===== src/rtl/txp_pkg.sv =====
package txp_pkg;
  localparam int WORD_BYTES  = 4;
  localparam int CARRY_SLOTS = 2 * WORD_BYTES;
  typedef logic [7:0] byte_t;
endpackage


===== src/rtl/txp_rd_ctrl.sv =====
module txp_rd_ctrl #(
  parameter int AW = 32,
  parameter int LW = 16
) (
  input  logic          clk,
  input  logic          rst_n,
  input  logic          go,
  input  logic [AW-1:0] start_addr,
  input  logic [LW-1:0] byte_len,
  input  logic          space_ok,
  output logic          rd_req,
  output logic [AW-1:0] rd_addr,
  input  logic          rd_ack,
  input  logic          rd_rvalid,
  output logic          rsp_valid,
  output logic [1:0]    rsp_lo,
  output logic [1:0]    rsp_hi,
  output logic          reads_done
);
  localparam int SW = LW + 2;

  logic [SW-1:0] span;
  logic [LW-1:0] words_w;
  logic [1:0]    tail_w;

  logic [AW-1:0] addr_q, addr_d;
  logic [LW-1:0] req_left_q, req_left_d;
  logic [LW-1:0] rsp_left_q, rsp_left_d;
  logic [LW-1:0] total_q, total_d;
  logic [1:0]    off_q, off_d, tail_q, tail_d;
  logic          outst_q, outst_d;

  assign span    = SW'(start_addr[1:0]) + SW'(byte_len) + SW'(3);
  assign words_w = span[SW-1:2];
  assign tail_w  = start_addr[1:0] + byte_len[1:0] - 2'd1;

  assign rd_req     = (req_left_q != '0) && !outst_q && space_ok;
  assign rd_addr    = addr_q;
  assign rsp_valid  = rd_rvalid && outst_q;
  assign rsp_lo     = (rsp_left_q == total_q) ? off_q : 2'd0;
  assign rsp_hi     = (rsp_left_q == LW'(1)) ? tail_q : 2'd3;
  assign reads_done = (req_left_q == '0) && (rsp_left_q == '0);

  always_comb begin
    addr_d     = addr_q;
    req_left_d = req_left_q;
    rsp_left_d = rsp_left_q;
    total_d    = total_q;
    off_d      = off_q;
    tail_d     = tail_q;
    outst_d    = outst_q;
    if (go) begin
      addr_d     = {start_addr[AW-1:2], 2'b00};
      req_left_d = words_w;
      rsp_left_d = words_w;
      total_d    = words_w;
      off_d      = start_addr[1:0];
      tail_d     = tail_w;
    end else begin
      if (rd_req && rd_ack) begin
        addr_d     = addr_q + AW'(4);
        req_left_d = req_left_q - LW'(1);
        outst_d    = 1'b1;
      end
      if (rsp_valid) begin
        outst_d    = 1'b0;
        rsp_left_d = rsp_left_q - LW'(1);
      end
    end
  end

  always_ff @(posedge clk or negedge rst_n) begin
    if (!rst_n) begin
      addr_q     <= '0;
      req_left_q <= '0;
      rsp_left_q <= '0;
      total_q    <= '0;
      off_q      <= '0;
      tail_q     <= '0;
      outst_q    <= 1'b0;
    end else begin
      addr_q     <= addr_d;
      req_left_q <= req_left_d;
      rsp_left_q <= rsp_left_d;
      total_q    <= total_d;
      off_q      <= off_d;
      tail_q     <= tail_d;
      outst_q    <= outst_d;
    end
  end
endmodule


===== src/rtl/txp_carry.sv =====
module txp_carry
  import txp_pkg::*;
(
  input  logic        clk,
  input  logic        rst_n,
  input  logic        in_valid,
  input  logic [31:0] in_data,
  input  logic [1:0]  in_lo,
  input  logic [1:0]  in_hi,
  input  logic        pop,
  output logic [3:0]  cnt,
  output logic [31:0] head
);
  byte_t      slot_q [CARRY_SLOTS];
  byte_t      slot_d [CARRY_SLOTS];
  logic [3:0] cnt_q, cnt_d, n_pop, cnt_mid, n_in;

  always_comb begin
    n_pop   = pop ? ((cnt_q >= 4'd4) ? 4'd4 : cnt_q) : 4'd0;
    cnt_mid = cnt_q - n_pop;
    n_in    = in_valid ? ({2'b00, in_hi} - {2'b00, in_lo} + 4'd1) : 4'd0;
    for (int j = 0; j < CARRY_SLOTS; j++) begin
      int src;
      int k;
      src = j + int'(n_pop);
      k   = j - int'(cnt_mid);
      slot_d[j] = (src < CARRY_SLOTS) ? slot_q[3'(src)] : 8'h00;
      if (in_valid && k >= 0 && k < int'(n_in))
        slot_d[j] = in_data[8*((int'(in_lo) + k) & 3) +: 8];
    end
    cnt_d = cnt_mid + n_in;
  end

  always_ff @(posedge clk or negedge rst_n) begin
    if (!rst_n) begin
      cnt_q <= '0;
      for (int j = 0; j < CARRY_SLOTS; j++) slot_q[j] <= 8'h00;
    end else begin
      cnt_q <= cnt_d;
      for (int j = 0; j < CARRY_SLOTS; j++) slot_q[j] <= slot_d[j];
    end
  end

  assign cnt = cnt_q;
  generate
    for (genvar g = 0; g < WORD_BYTES; g++) begin : g_head
      assign head[8*g +: 8] = slot_q[g];
    end
  endgenerate
endmodule


===== src/rtl/txp_packer.sv =====
module txp_packer #(
  parameter int AW = 32,
  parameter int LW = 16
) (
  input  logic          clk,
  input  logic          rst_n,
  input  logic          start,
  input  logic [AW-1:0] start_addr,
  input  logic [LW-1:0] byte_len,
  input  logic          eof,
  output logic          busy,
  output logic          rd_req,
  output logic [AW-1:0] rd_addr,
  input  logic          rd_ack,
  input  logic          rd_rvalid,
  input  logic [31:0]   rd_rdata,
  input  logic          fifo_full,
  output logic          fifo_wr,
  output logic [31:0]   fifo_data,
  output logic          fifo_last,
  output logic [2:0]    fifo_bytes
);
  logic        accept, go, rsp_valid, reads_done, closing;
  logic [1:0]  rsp_lo, rsp_hi;
  logic [3:0]  cnt;
  logic [31:0] head;
  logic        eof_q, eof_d;

  assign accept = start && !busy;
  assign go     = accept && (byte_len != '0);

  txp_rd_ctrl #(.AW(AW), .LW(LW)) u_rd (
    .clk        (clk),
    .rst_n      (rst_n),
    .go         (go),
    .start_addr (start_addr),
    .byte_len   (byte_len),
    .space_ok   (cnt < 4'd4),
    .rd_req     (rd_req),
    .rd_addr    (rd_addr),
    .rd_ack     (rd_ack),
    .rd_rvalid  (rd_rvalid),
    .rsp_valid  (rsp_valid),
    .rsp_lo     (rsp_lo),
    .rsp_hi     (rsp_hi),
    .reads_done (reads_done)
  );

  txp_carry u_carry (
    .clk      (clk),
    .rst_n    (rst_n),
    .in_valid (rsp_valid),
    .in_data  (rd_rdata),
    .in_lo    (rsp_lo),
    .in_hi    (rsp_hi),
    .pop      (fifo_wr),
    .cnt      (cnt),
    .head     (head)
  );

  assign closing    = eof_q && reads_done && (cnt != 4'd0);
  assign busy       = !reads_done || (cnt >= 4'd4) || closing;
  assign fifo_wr    = !fifo_full && ((cnt >= 4'd4) || closing);
  assign fifo_last  = fifo_wr && closing && (cnt <= 4'd4);
  assign fifo_bytes = fifo_last ? cnt[2:0] : 3'd4;

  generate
    for (genvar g = 0; g < 4; g++) begin : g_lane
      assign fifo_data[8*g +: 8] = (cnt > 4'(g)) ? head[8*g +: 8] : 8'h00;
    end
  endgenerate

  always_comb begin
    eof_d = eof_q;
    if (accept) eof_d = eof;
    else if (fifo_last) eof_d = 1'b0;
  end

  always_ff @(posedge clk or negedge rst_n) begin
    if (!rst_n) eof_q <= 1'b0;
    else        eof_q <= eof_d;
  end
endmodule


===== config.mk =====
export PLATFORM = sky130hd
export DESIGN_NAME = txp_packer
export DESIGN_NICKNAME = d
export VERILOG_FILES = /design/src/rtl/txp_pkg.sv /design/src/rtl/txp_rd_ctrl.sv /design/src/rtl/txp_carry.sv /design/src/rtl/txp_packer.sv
export SDC_FILE = /design/constraint.sdc
export NUM_CORES = 1
export LEC_CHECK = 0
export ABC_AREA = 0
export BUFFER_PORTS_ARGS = -buffer_cell sky130_fd_sc_hd__buf_2
export CAP_MARGIN = 5
export CORE_MARGIN = 1.5
export CORE_UTILIZATION = 30
export DETAILED_ROUTE_END_ITERATION = 7
export PLACE_DENSITY_LB_ADDON = 0.25
export SYNTH_ARGS = -nofsm -noshare
export SYNTH_HDL_FRONTEND = slang
export SYNTH_SLANG_ARGS = --single-unit

===== constraint.sdc =====
create_clock -name clk -period 9.57 [get_ports clk]
set_clock_uncertainty 0.05 [all_clocks]
set_input_delay 0.957 -clock clk [delete_from_list [all_inputs] [get_ports clk]]
set_output_delay 0.957 -clock clk [all_outputs]
set_load 0.01 [all_outputs]

==> run metrics, run 1 <==
Final Cycle Share between 60% and 70%; leakage 6.43 nW; layout cell share with drive strength beyond 1 17.6%; DP Cell Count 2039; violated checks design-rule violations; # hold bufs at CTS 0; Netlist Area Pre-Place 12500 um2; CP delay by family, top simple AND/OR/NAND/NOR gates; Worst-Margin Slew between 1000 and 1500 ps; IO Count 158; pre-CTS setup slack 3160 ps; ys flop type dfrtp_1; area grow syn2layout 15.9%; slowest cell delay on critical path 900 ps; Synth area leaders dfrtp_1 30%, mux2i_1 8.1%, o21bai_1 5.9%; post-synth top area cell dfrtp_1; hold_ws 441 ps; Via density 5.55; routed len/inst roughly 21 um; DIE AREA 42900 um2; Die H 207 um; Synthesis Warnings 0; Worst EP arrival 6880 ps; achievable clock frequency 0.152 GHz; Bufs and invs on worst path 1; RSZ-0062 raised after global routing no; grt total ovfl 0; Final ANT Viol Nets 0; CTS max path bufs 2; Placed Area around 14000 um2; setup TNS 0 ps; status finished, violations left; post_cts resized 0; CP Class flip-flop to flip-flop; final setup fails 0; top cells by count, synth 152 x dfrtp_1, 128 x nand2_1, 101 x mux2i_1; worst hold path class flip-flop to flip-flop; CTS tree yes; dpl hpwl 31500 um; initial antenna violation count 9; clk_lat worst skew 440 ps; Clock Pin Slew Worst Setup and Hold Paths about 70 ps; Non-Filler Instances slightly above 2000; Max-slew headroom 27.8%; startpoint types flip-flop; initial DRC count 728; library cells used by synthesis 75; H-tree Lvls 4; Post-synth EDFFs 0; max-slew violations 0; All-Layer GR Usage 20.1%; postcts setup bufs 0; Residual DRC 14; Layout Nets roughly 1700; number of global-route vias before repair between 10000 and 15000; worst-path maximum fanout 11; Cell Pwr Density 222 nW/um2; largest net degree at the start of global routing 88; fin util 35.4%; CP max-delay cell nor3b_1; most common cell in the netlist dfrtp_1; post-route minimum period 6560 ps; RePlAce Congestion 0.840; PnR worst setup slack between 3000 and 4000 ps; first-pass GRT wire length 67300 um; finished layout cell area about 15000 um2; WP data required 9880 ps; Die X 207 um; CP Cell Sequence nor4_1 -> nand2_1 -> nand4bb_1 -> nor2_1 -> nand3_1 -> ha_1 -> nor2b_1 -> o21ai_0 -> a21boi_0 -> nor2_1 -> xnor2_1 -> ha_1 -> inv_1 -> o21ai_1 -> nor3b_1 -> a22oi_1 -> o21ai_0; Synth Register Bits 152; VDD IR max 0.000162 V; initial core utilization 30.5%; Routed WL 43200 um; root buffer cell clkbuf_16; Crit. End Element flip-flop; Site Rows 74; sequential fraction of the synthesis area 30.4%; CTS Buf Count 17; drt pass-1 iters 6; share of Yosys cell area claimed by the top area cell type 30.4%; average size of a mapped cell 8.91 um2; input/output buffers 155; total of max-cap violations 0; clock sink count 152; final hold vios 0; synthesized instance count 1405; PnR Total Power between 3 and 4 mW; core region area slightly above 40000 um2; Vias 11500; Synth async-reset ratio 100%
==> layout by cell type, fill, tap and decap left out, types with 7 or more instances in the layout <==
master / count
a21oi_1: 64
a22oi_1: 24
a31oi_1: 7
and2_1: 16
and3_1: 14
buf_2: 154
buf_4: 26
clkbuf_16: 17
dfrtp_1: 152
ha_1: 52
inv_1: 52
mux2i_1: 101
mux4_2: 32
nand2_1: 128
nand3_1: 72
nand4_1: 11
nor2_1: 87
nor2b_1: 28
nor3_1: 38
nor3b_1: 7
nor4_1: 22
o2111ai_1: 31
o211ai_1: 19
o21ai_0: 51
o21bai_1: 98
o22ai_1: 16
or2_2: 8
or3_1: 12
xnor2_1: 63
xor2_1: 32
==> state kept, by name, summed over array words and instances (netlist names) <==
signal           flops
u_rd.rsp_left_q     16
u_rd.outst_q         1
u_carry.slot_q      32
u_carry.head        32
u_rd.tail_q          2
u_rd.req_left_q     16
eof_q                1
u_rd.total_q        16
u_carry.cnt          4
u_rd.off_q           2
u_rd.rd_addr        30
==> worst reg2reg max path: cells and delay by family, from the launching register on <==
kind | cells | cell delay [ps]
simple gates | 8 | 3930
compound gates | 5 | 1160
fa+ha+maj | 2 | 690
flops | 1 | 450
xor+xnor | 1 | 170
buf+inv | 1 | 30
==> metal layers <==
layer	share of wire, %	track usage (%)
met5	0.14	0
met4	1.2	4.13
met3	6.5	4.40
met2	46	31.9
met1	46	28.0
==> final timing paths <==
check                                          startpoint                      endpoint  slack (ps)  depth (start not counted)
min in group asynchronous                           rst_n  u_rd.rd_addr[11]$_DFFE_PN0P_         520                          1
max in group asynchronous                           rst_n    u_carry.head[30]$_DFF_PN0_        7530                          2
setup reg to reg           u_rd.rsp_left_q[2]$_DFFE_PN0P_    u_carry.head[14]$_DFF_PN0_        3010                         17
hold reg to reg               u_rd.total_q[1]$_DFFE_PN0P_   u_rd.total_q[1]$_DFFE_PN0P_         440                          2
hold / removal                u_rd.total_q[1]$_DFFE_PN0P_   u_rd.total_q[1]$_DFFE_PN0P_         440                          2
setup / recovery           u_rd.rsp_left_q[2]$_DFFE_PN0P_    u_carry.head[14]$_DFF_PN0_        3010                         17
==> area by class of cell <==
class	instances	area, um2
Fill cell	4282	26500
Sequential cell	152	3800
Antenna cell	4	10.0
Clock buffer	20	457
Timing Repair Buffer	181	977
Inverter	53	199
Clock inverter	11	173
Multi-Input combinational cell	1121	8220
Tap cell	532	666
==> kinds of logic after synthesis <==
group / synth area share [%]
buf+inv: 4.42
flops: 30.4
fa+ha+maj: 5.84
simple gates: 18.9
other cells: 0.0300
mux: 14.3
compound gates: 19.5
xor+xnor: 6.65
==> power by group <==
part | leakage [nW] | switching [mW] | internal (mW)
combinational | 4.14 | 0.835 | 0.600
clock | 0.294 | 0.291 | 0.449
sequential | 1.99 | 0.227 | 0.812
Note: power is estimated with default switching activity, not from simulation.
==> run 2: changes to the inputs <==
--- a/config.mk
+++ b/config.mk
@@ -5,7 +5,7 @@
 export SDC_FILE = /design/constraint.sdc
 export NUM_CORES = 1
 export LEC_CHECK = 0
-export ABC_AREA = 0
+export ABC_AREA = 1
 export BUFFER_PORTS_ARGS = -buffer_cell sky130_fd_sc_hd__buf_2
 export CAP_MARGIN = 5
 export CORE_MARGIN = 1.5
==> constraint.sdc (replaced) <==
create_clock -name clk -period 6 [get_ports clk]
set_clock_uncertainty 0.05 [all_clocks]
set_input_delay 0.6 -clock clk [delete_from_list [all_inputs] [get_ports clk]]
set_output_delay 0.6 -clock clk [all_outputs]
set_load 0.01 [all_outputs]
==> run 2 against run 1 <==
  * The flow now finishes without violations
  * Total power grew 130%
  * First-iteration DRC count grew 73%
  * Hold slack lost 300 ps
  * Fmax grew 35%
  * Via count grew 23%
  * Combinational power grew to 3.3 times the previous value
  * Final area grew 2.7%
  * Synthesized area grew 4.7%
  * Highest routed layer is now met4
==> run metrics, run 2 <==
r2r worst-path depth 25 (was 17); Routed WL 48600 um (was 43200 um); CP delay by family, top adder cells (was simple AND/OR/NAND/NOR gates); RePlAce Congestion 0.899 (was 0.840); Netlist Area Pre-Place 13100 um2 (was 12500 um2); routed len/inst 17.8 um (was 20.8 um); Synth area leaders dfrtp_1 29%, nand3_1 17%, nand2_1 13% (was dfrtp_1 30%, mux2i_1 8.1%, o21bai_1 5.9%); commonest cells after routing, fill and taps aside 458 x nand2_1, 453 x nand3_1, 245 x inv_1 (was 154 x buf_2, 152 x dfrtp_1, 128 x nand2_1); initial DRC count 1256 (was 728); most common cell in the netlist nand2_1 (was dfrtp_1); H-tree Lvls 4 (unchanged); startpoint types flip-flop (unchanged); Worst-Margin Slew 1230 ps (was 1080 ps); worst hold path class input pin to asynchronous set/reset pin (was flip-flop to flip-flop); worst-path maximum fanout 9 (was 11); Max-slew headroom 17.9% (was 27.8%); Residual DRC 0 (was 14); achievable clock frequency 0.205 GHz (was 0.152 GHz); final hold vios 0 (unchanged); Die H 212 um (was 207 um); total of max-cap violations 0 (unchanged); Crit. End Element flip-flop (unchanged); Synth async-reset ratio 100% (unchanged); GR peak layer met2 (unchanged); Bufs and invs on worst path 8 (was 1); core region area 43100 um2 (was 41000 um2); post-route minimum period 4880 ps (was 6560 ps); reg-to-reg setup timing slack 1120 ps (was 3010 ps); postcts setup bufs 0 (unchanged); Via density 5.17 (was 5.55); area grow syn2layout 13.7% (was 15.9%); clk_lat worst skew 450 ps (was 440 ps); met3 GRT Util 3.44% (was 4.40%); average size of a mapped cell 6.49 um2 (was 8.91 um2); Die X 212 um (was 207 um); ys flop type dfrtp_1 (unchanged); sequential fraction of the synthesis area 29.0% (was 30.4%); library cells used by synthesis 49 (was 75); reg-to-reg critical path endpoint u_carry.head[1]$_DFF_PN0_ (was u_carry.head[14]$_DFF_PN0_); Placed Area 14400 um2 (was 13900 um2); WP data required 6280 ps (was 9880 ps); Clock Pin Slew Worst Setup and Hold Paths 60 ps (was 70 ps); initial core utilization 30.4% (was 30.5%); root buffer cell clkbuf_16 (unchanged); VDD IR max 0.000278 V (was 0.000162 V); CP max-delay cell fa_1 (was nor3b_1); Post-synth EDFFs 0 (unchanged); Synth Register Bits 152 (unchanged); post-synth top area cell dfrtp_1 (unchanged); slowest cell delay on critical path 690 ps (was 900 ps); setup TNS 0 ps (unchanged); Site Rows 76 (was 74); CTS max path bufs 2 (unchanged); # hold bufs at CTS 0 (unchanged); number of global-route vias before repair 13400 (was 11200); Top cell by count, worst path inv_1; final setup fails 0 (unchanged); DIE AREA 45000 um2 (was 42900 um2); dpl hpwl 36600 um (was 31500 um); synthesized instance count 2019 (was 1405); Cell Pwr Density 491 nW/um2 (was 222 nW/um2); grt total ovfl 0 (unchanged); Final Cycle Share 81.3% (was 68.6%); CTS tree yes (unchanged); IO Count 158 (unchanged); initial antenna violation count 1 (was 9); Synthesis Warnings 0 (unchanged); RSZ-0062 raised after global routing no (unchanged); All-Layer GR Usage 21.8% (was 20.1%); CP Class flip-flop to flip-flop (unchanged); Vias 14100 (was 11500); share of Yosys cell area claimed by the top area cell type 29.0% (was 30.4%); Worst EP arrival 5160 ps (was 6880 ps); CTS Buf Count 17 (unchanged); drt pass-1 iters 7 (was 6); Final ANT Viol Nets 0 (unchanged); RR Startpoint u_rd.req_left_q[0]$_DFFE_PN0P_ (was u_rd.rsp_left_q[2]$_DFFE_PN0P_); commonest non-fill, non-tap cell in the layout nand2_1 (was buf_2); first-pass GRT wire length 75000 um (was 67300 um); top cells by count, synth 458 x nand2_1, 453 x nand3_1, 246 x inv_1 (was 152 x dfrtp_1, 128 x nand2_1, 101 x mux2i_1); input/output buffers 155 (unchanged); clock sink count 152 (unchanged); filler instances 4765 (was 4282); Layout Nets 2273 (was 1669); met1 Use GR 29.5% (was 28.0%); status complete, no violations (was finished, violations left); max-slew violations 0 (unchanged); largest net degree at the start of global routing 90 (was 88); finished layout cell area 14900 um2 (was 14500 um2); layout cell share with drive strength beyond 1 11.5% (was 17.6%); met2 usage 34.7% (was 31.9%); post_cts resized 0 (unchanged); leakage 7.56 nW (was 6.43 nW)
-- run 2: per-stage QoR --
step	power (mW)	hold WS (ps)	setup slack [ps]	std cells	utilization, %
2_1_floorplan	4.91	254	1560	2020	-
3_3_place_gp	6.17	416	1070	2696	33.3
3_5_place_dp	6.24	416	973	2696	33.3
4_1_cts	7.30	213	1130	2725	34.6
5_1_grt	7.99	217	694	2726	34.6
6_report	7.32	141	1120	2728	34.6
-- run 2: layer usage --
| metal | share of wire, % | vias to the layer above |
|---|---|---|
| met5 | 0 | - |
| met4 | 2.9 | 0 |
| met3 | 5.5 | 71 |
| met2 | 46 | 467 |
| met1 | 46 | 6683 |
| li1 | - | 6886 |
-- run 2: layout make-up --
| cell class | instances | area (um2) | share of cell area, % |
|---|---|---|---|
| clock inverter | 8 | 76.3 | 0.512 |
| timing repair buffer | 177 | 947 | 6.36 |
| antenna | 3 | 7.51 | 0.0504 |
| tap | 585 | 732 | 4.91 |
| sequential | 152 | 3800 | 25.5 |
| multi-input combinational | 1525 | 7910 | 53.1 |
| inverter | 257 | 967 | 6.49 |
| clock buffer | 21 | 460 | 3.09 |
-- run 2: worst max path at each step --
stage	start	endpoint	slack, ps	cells after the start
finish	u_rd.req_left_q[0]$_DFFE_PN0P_	u_carry.head[1]$_DFF_PN0_	1120	25
detailed placement	fifo_full	u_carry.head[24]$_DFF_PN0_	970	24
CTS	u_rd.rsp_left_q[0]$_DFFE_PN0P_	u_carry.head[1]$_DFF_PN0_	1130	25
global route	u_rd.req_left_q[0]$_DFFE_PN0P_	u_carry.slot_q[24]$_DFF_PN0_	690	26
global placement	fifo_full	u_carry.head[29]$_DFF_PN0_	1070	24
floorplan	u_rd.req_left_q[0]$_DFFE_PN0P_	u_carry.slot_q[24]$_DFF_PN0_	1560	25
-- run 2: logic make-up (layout without fill, tap and decap cells) --
| group | after synthesis | count (layout) | synth area share (%) |
|---|---|---|---|
| AO/OA/AOI/OAI | 161 | 161 | 6.96 |
| flip-flops | 152 | 152 | 29.0 |
| XOR/XNOR | 71 | 71 | 4.74 |
| other | 1 | 5 | 0.0286 |
| adder cells (fa/ha/maj) | 56 | 56 | 5.58 |
| buffers and inverters | 343 | 463 | 10.7 |
| AND/OR/NAND/NOR | 1235 | 1235 | 42.9 |
-- run 2: where the power goes --
group	leakage, nW	total [mW]	internal (mW)	switching, mW
clock	0.257	1.04	0.583	0.454
sequential	1.88	1.55	1.35	0.198
combinational	5.43	4.74	1.50	3.24
==> run 3: changes to the inputs <==
--- a/config.mk
+++ b/config.mk
@@ -5,7 +5,7 @@
 export SDC_FILE = /design/constraint.sdc
 export NUM_CORES = 1
 export LEC_CHECK = 0
-export ABC_AREA = 1
+export ABC_AREA = 0
 export BUFFER_PORTS_ARGS = -buffer_cell sky130_fd_sc_hd__buf_2
 export CAP_MARGIN = 5
 export CORE_MARGIN = 1.5
==> constraint.sdc (replaced) <==
create_clock -name clk -period 3.95 [get_ports clk]
set_clock_uncertainty 0.05 [all_clocks]
set_input_delay 0.395 -clock clk [delete_from_list [all_inputs] [get_ports clk]]
set_output_delay 0.395 -clock clk [all_outputs]
set_load 0.01 [all_outputs]
==> run 3 against run 2 <==
  * The run now ends with negative hold slack, negative setup slack left
  * Final area rose by 18%
  * Combinational power grew 10%
  * Routed wire length down 4.6%
  * Sequential power rose by 57%
  * Fmax rose by 12%
  * Die area down 4.5%
  * Setup slack got worse by 1500 ps
  * Via count down 13%
  * Register-to-register slack worse by 1500 ps
  * Largest cell class unchanged
==> run metrics, run 3 (same netlist as run 1, synthesis figures left out) <==
IO Count 158 (unchanged); initial DRC count 900 (was 1256); n_diodes 0 (was 3); CTS Buf Count 17 (unchanged); root buffer cell clkbuf_16 (unchanged); commonest cells after routing, fill and taps aside 154 x buf_2, 152 x dfrtp_1, 133 x buf_4 (was 458 x nand2_1, 453 x nand3_1, 245 x inv_1); achievable clock frequency 0.229 GHz (was 0.205 GHz); worst hold path class input pin to asynchronous set/reset pin (unchanged); CP Cell Sequence or3_4 -> or3_4 -> nand4bb_4 -> nor2_4 -> ha_4 -> inv_2 -> fa_2 -> ha_4 -> ha_4 -> a21o_1 -> a21o_1 -> a2111oi_4 -> buf_4 -> buf_8 -> a21oi_2 -> a22oi_1; post-route minimum period 4370 ps (was 4880 ps); All-Layer GR Usage 21.0% (was 21.8%); PnR Total Power 9.42 mW (was 7.32 mW); violated checks negative hold slack, negative setup slack; dpl hpwl 33500 um (was 36600 um); Residual DRC 0 (unchanged); Cell Pwr Density 534 nW/um2 (was 491 nW/um2); clock sink count 152 (unchanged); Clock Pin Slew Worst Setup and Hold Paths 70 ps (was 60 ps); Final ANT Viol Nets 0 (unchanged); CP Class flip-flop to flip-flop (unchanged); number of global-route vias before repair 12100 (was 13400); core region area 41000 um2 (was 43100 um2); leakage 7.66 nW (was 7.56 nW); DIE AREA 42900 um2 (was 45000 um2); Vias 12300 (was 14100); largest net degree at the start of global routing 90 (unchanged); Max-slew headroom 25.7% (was 17.9%); Via density 5.51 (was 5.17); WP data required 4270 ps (was 6280 ps); layout cell share with drive strength beyond 1 35.6% (was 11.5%); clk_lat worst skew 460 ps (was 450 ps); CP max-delay cell fa_2 (was fa_1); worst-path maximum fanout 7 (was 9); max-slew violations 0 (unchanged); Crit. End Element flip-flop (unchanged); routed len/inst 20.7 um (was 17.8 um); CTS tree yes (unchanged); PnR worst setup slack -418 ps (was 1120 ps); grt total ovfl 0 (unchanged); Layout Nets 1836 (was 2273); slowest cell delay on critical path 650 ps (was 690 ps); Final Cycle Share 111% (was 81.3%); final setup fails 64 (was 0); RePlAce Congestion 0.877 (was 0.899); Site Rows 74 (was 76); Worst EP arrival 4680 ps (was 5160 ps); drt pass-1 iters 7 (unchanged); # hold bufs at CTS 0 (unchanged); RSZ-0062 raised after global routing yes (was no); H-tree Lvls 4 (unchanged); input/output buffers 155 (unchanged); Die X 207 um (was 212 um); first-pass GRT wire length 70500 um (was 75000 um); Worst-Margin Slew 1110 ps (was 1230 ps); VDD IR max 0.000359 V (was 0.000278 V); CTS max path bufs 2 (unchanged); total of max-cap violations 0 (unchanged); hold_ws -55.3 ps (was 141 ps); Top cell by count, worst path ha_4 (was inv_1); Bufs and invs on worst path 3 (was 8); final hold vios 11 (was 0); Routed WL 46300 um (was 48600 um); CP delay by family, top adder cells (unchanged); area grow syn2layout 41.0% (was 13.7%); startpoint types flip-flop (unchanged); commonest non-fill, non-tap cell in the layout buf_2 (was nand2_1); status finished, violations left (was complete, no violations); Die H 207 um (was 212 um); initial antenna violation count 0 (was 1); initial core utilization 30.5% (was 30.4%)
run 3: cell count changes in the layout (fill, tap and decap cells not counted), moves of 26 or more:
cell,delta
xnor2_1,+30
o21ai_0,-34
buf_4,+111
nor2_1,-101
inv_1,-200
mux2i_1,+100
nand4_1,-75
mux4_2,+32
nand2_1,-341
o21bai_1,+60
nor2b_1,+26
nand3_1,-384
run 3: final timing paths:
check                                                 from                           to  slack (ps)  cells after the start
min in group clk                             start_addr[5]  u_rd.rd_addr[5]$_DFFE_PN0P_         100                      3
min                                                  rst_n   u_carry.head[30]$_DFF_PN0_         -60                      1
max in group asynchronous                            rst_n  u_carry.slot_q[8]$_DFF_PN0_        3030                      2
max reg2reg                u_rd.rsp_left_q[13]$_DFFE_PN0P_    u_carry.head[0]$_DFF_PN0_        -420                     16
max                        u_rd.rsp_left_q[13]$_DFFE_PN0P_    u_carry.head[0]$_DFF_PN0_        -420                     16
min reg2reg                      u_rd.off_q[0]$_DFFE_PN0P_    u_rd.off_q[0]$_DFFE_PN0P_         440                      2
run 3: area by class of cell:
cell class,count,area (um2)
Clock buffer,19,453
Tap cell,532,666
Inverter,53,211
Multi-Input combinational cell,1121,9590
Timing Repair Buffer,348,2760
Sequential cell,152,3800
Clock inverter,13,161
Fill cell,4014,23400
run 3: repair_timing:
item	in CTS	in global routing
pin swaps	58	90
hold endpoints to repair	0	0
cloned	3	4
resized for setup	122	119
buffers inserted	19	21
endpoints found under the setup margin	64	64
run 3: stage by stage:
step / cell area, um2 / setup TNS (ps) / util (%) / cells / setup slack, ps
finish: 17600 / -19920 / 43.0 / 2238 / -418
global route: 17600 / -28390 / 43.0 / 2238 / -542
CTS: 16700 / -22530 / 40.8 / 2219 / -504
detailed placement: 15300 / -27460 / 37.4 / 2165 / -559
global placement: 15300 / -23080 / 37.4 / 2165 / -524
floorplan: 12900 / -14100 / - / 1406 / -630
run 3: power by group:
group,internal [mW],total (mW),switching (mW)
clock,0.986,1.77,0.780
sequential,1.97,2.44,0.473
combinational,2.47,5.22,2.75
total,5.42,9.42,4.00
run 3: worst reg2reg max path, cell delays in order, from the launching register on:
cell	delay [ps]
dfrtp_1	400
or3_4	380
or3_4	420
nand4bb_4	270
nor2_4	170
ha_4	170
inv_2	40
fa_2	650
ha_4	250
ha_4	210
a21o_1	180
a21o_1	220
a2111oi_4	270
buf_4	200
buf_8	140
a21oi_2	40
a22oi_1	220
run 3: layer usage:
metal | GRT usage, % | up-vias | part of all wire [%]
met5 | 0 | - | 0
met4 | 6.14 | 0 | 1.9
met3 | 5.25 | 52 | 5.6
met2 | 33.5 | 378 | 47
met1 | 28.1 | 6140 | 45
li1 | - | 5753 | -
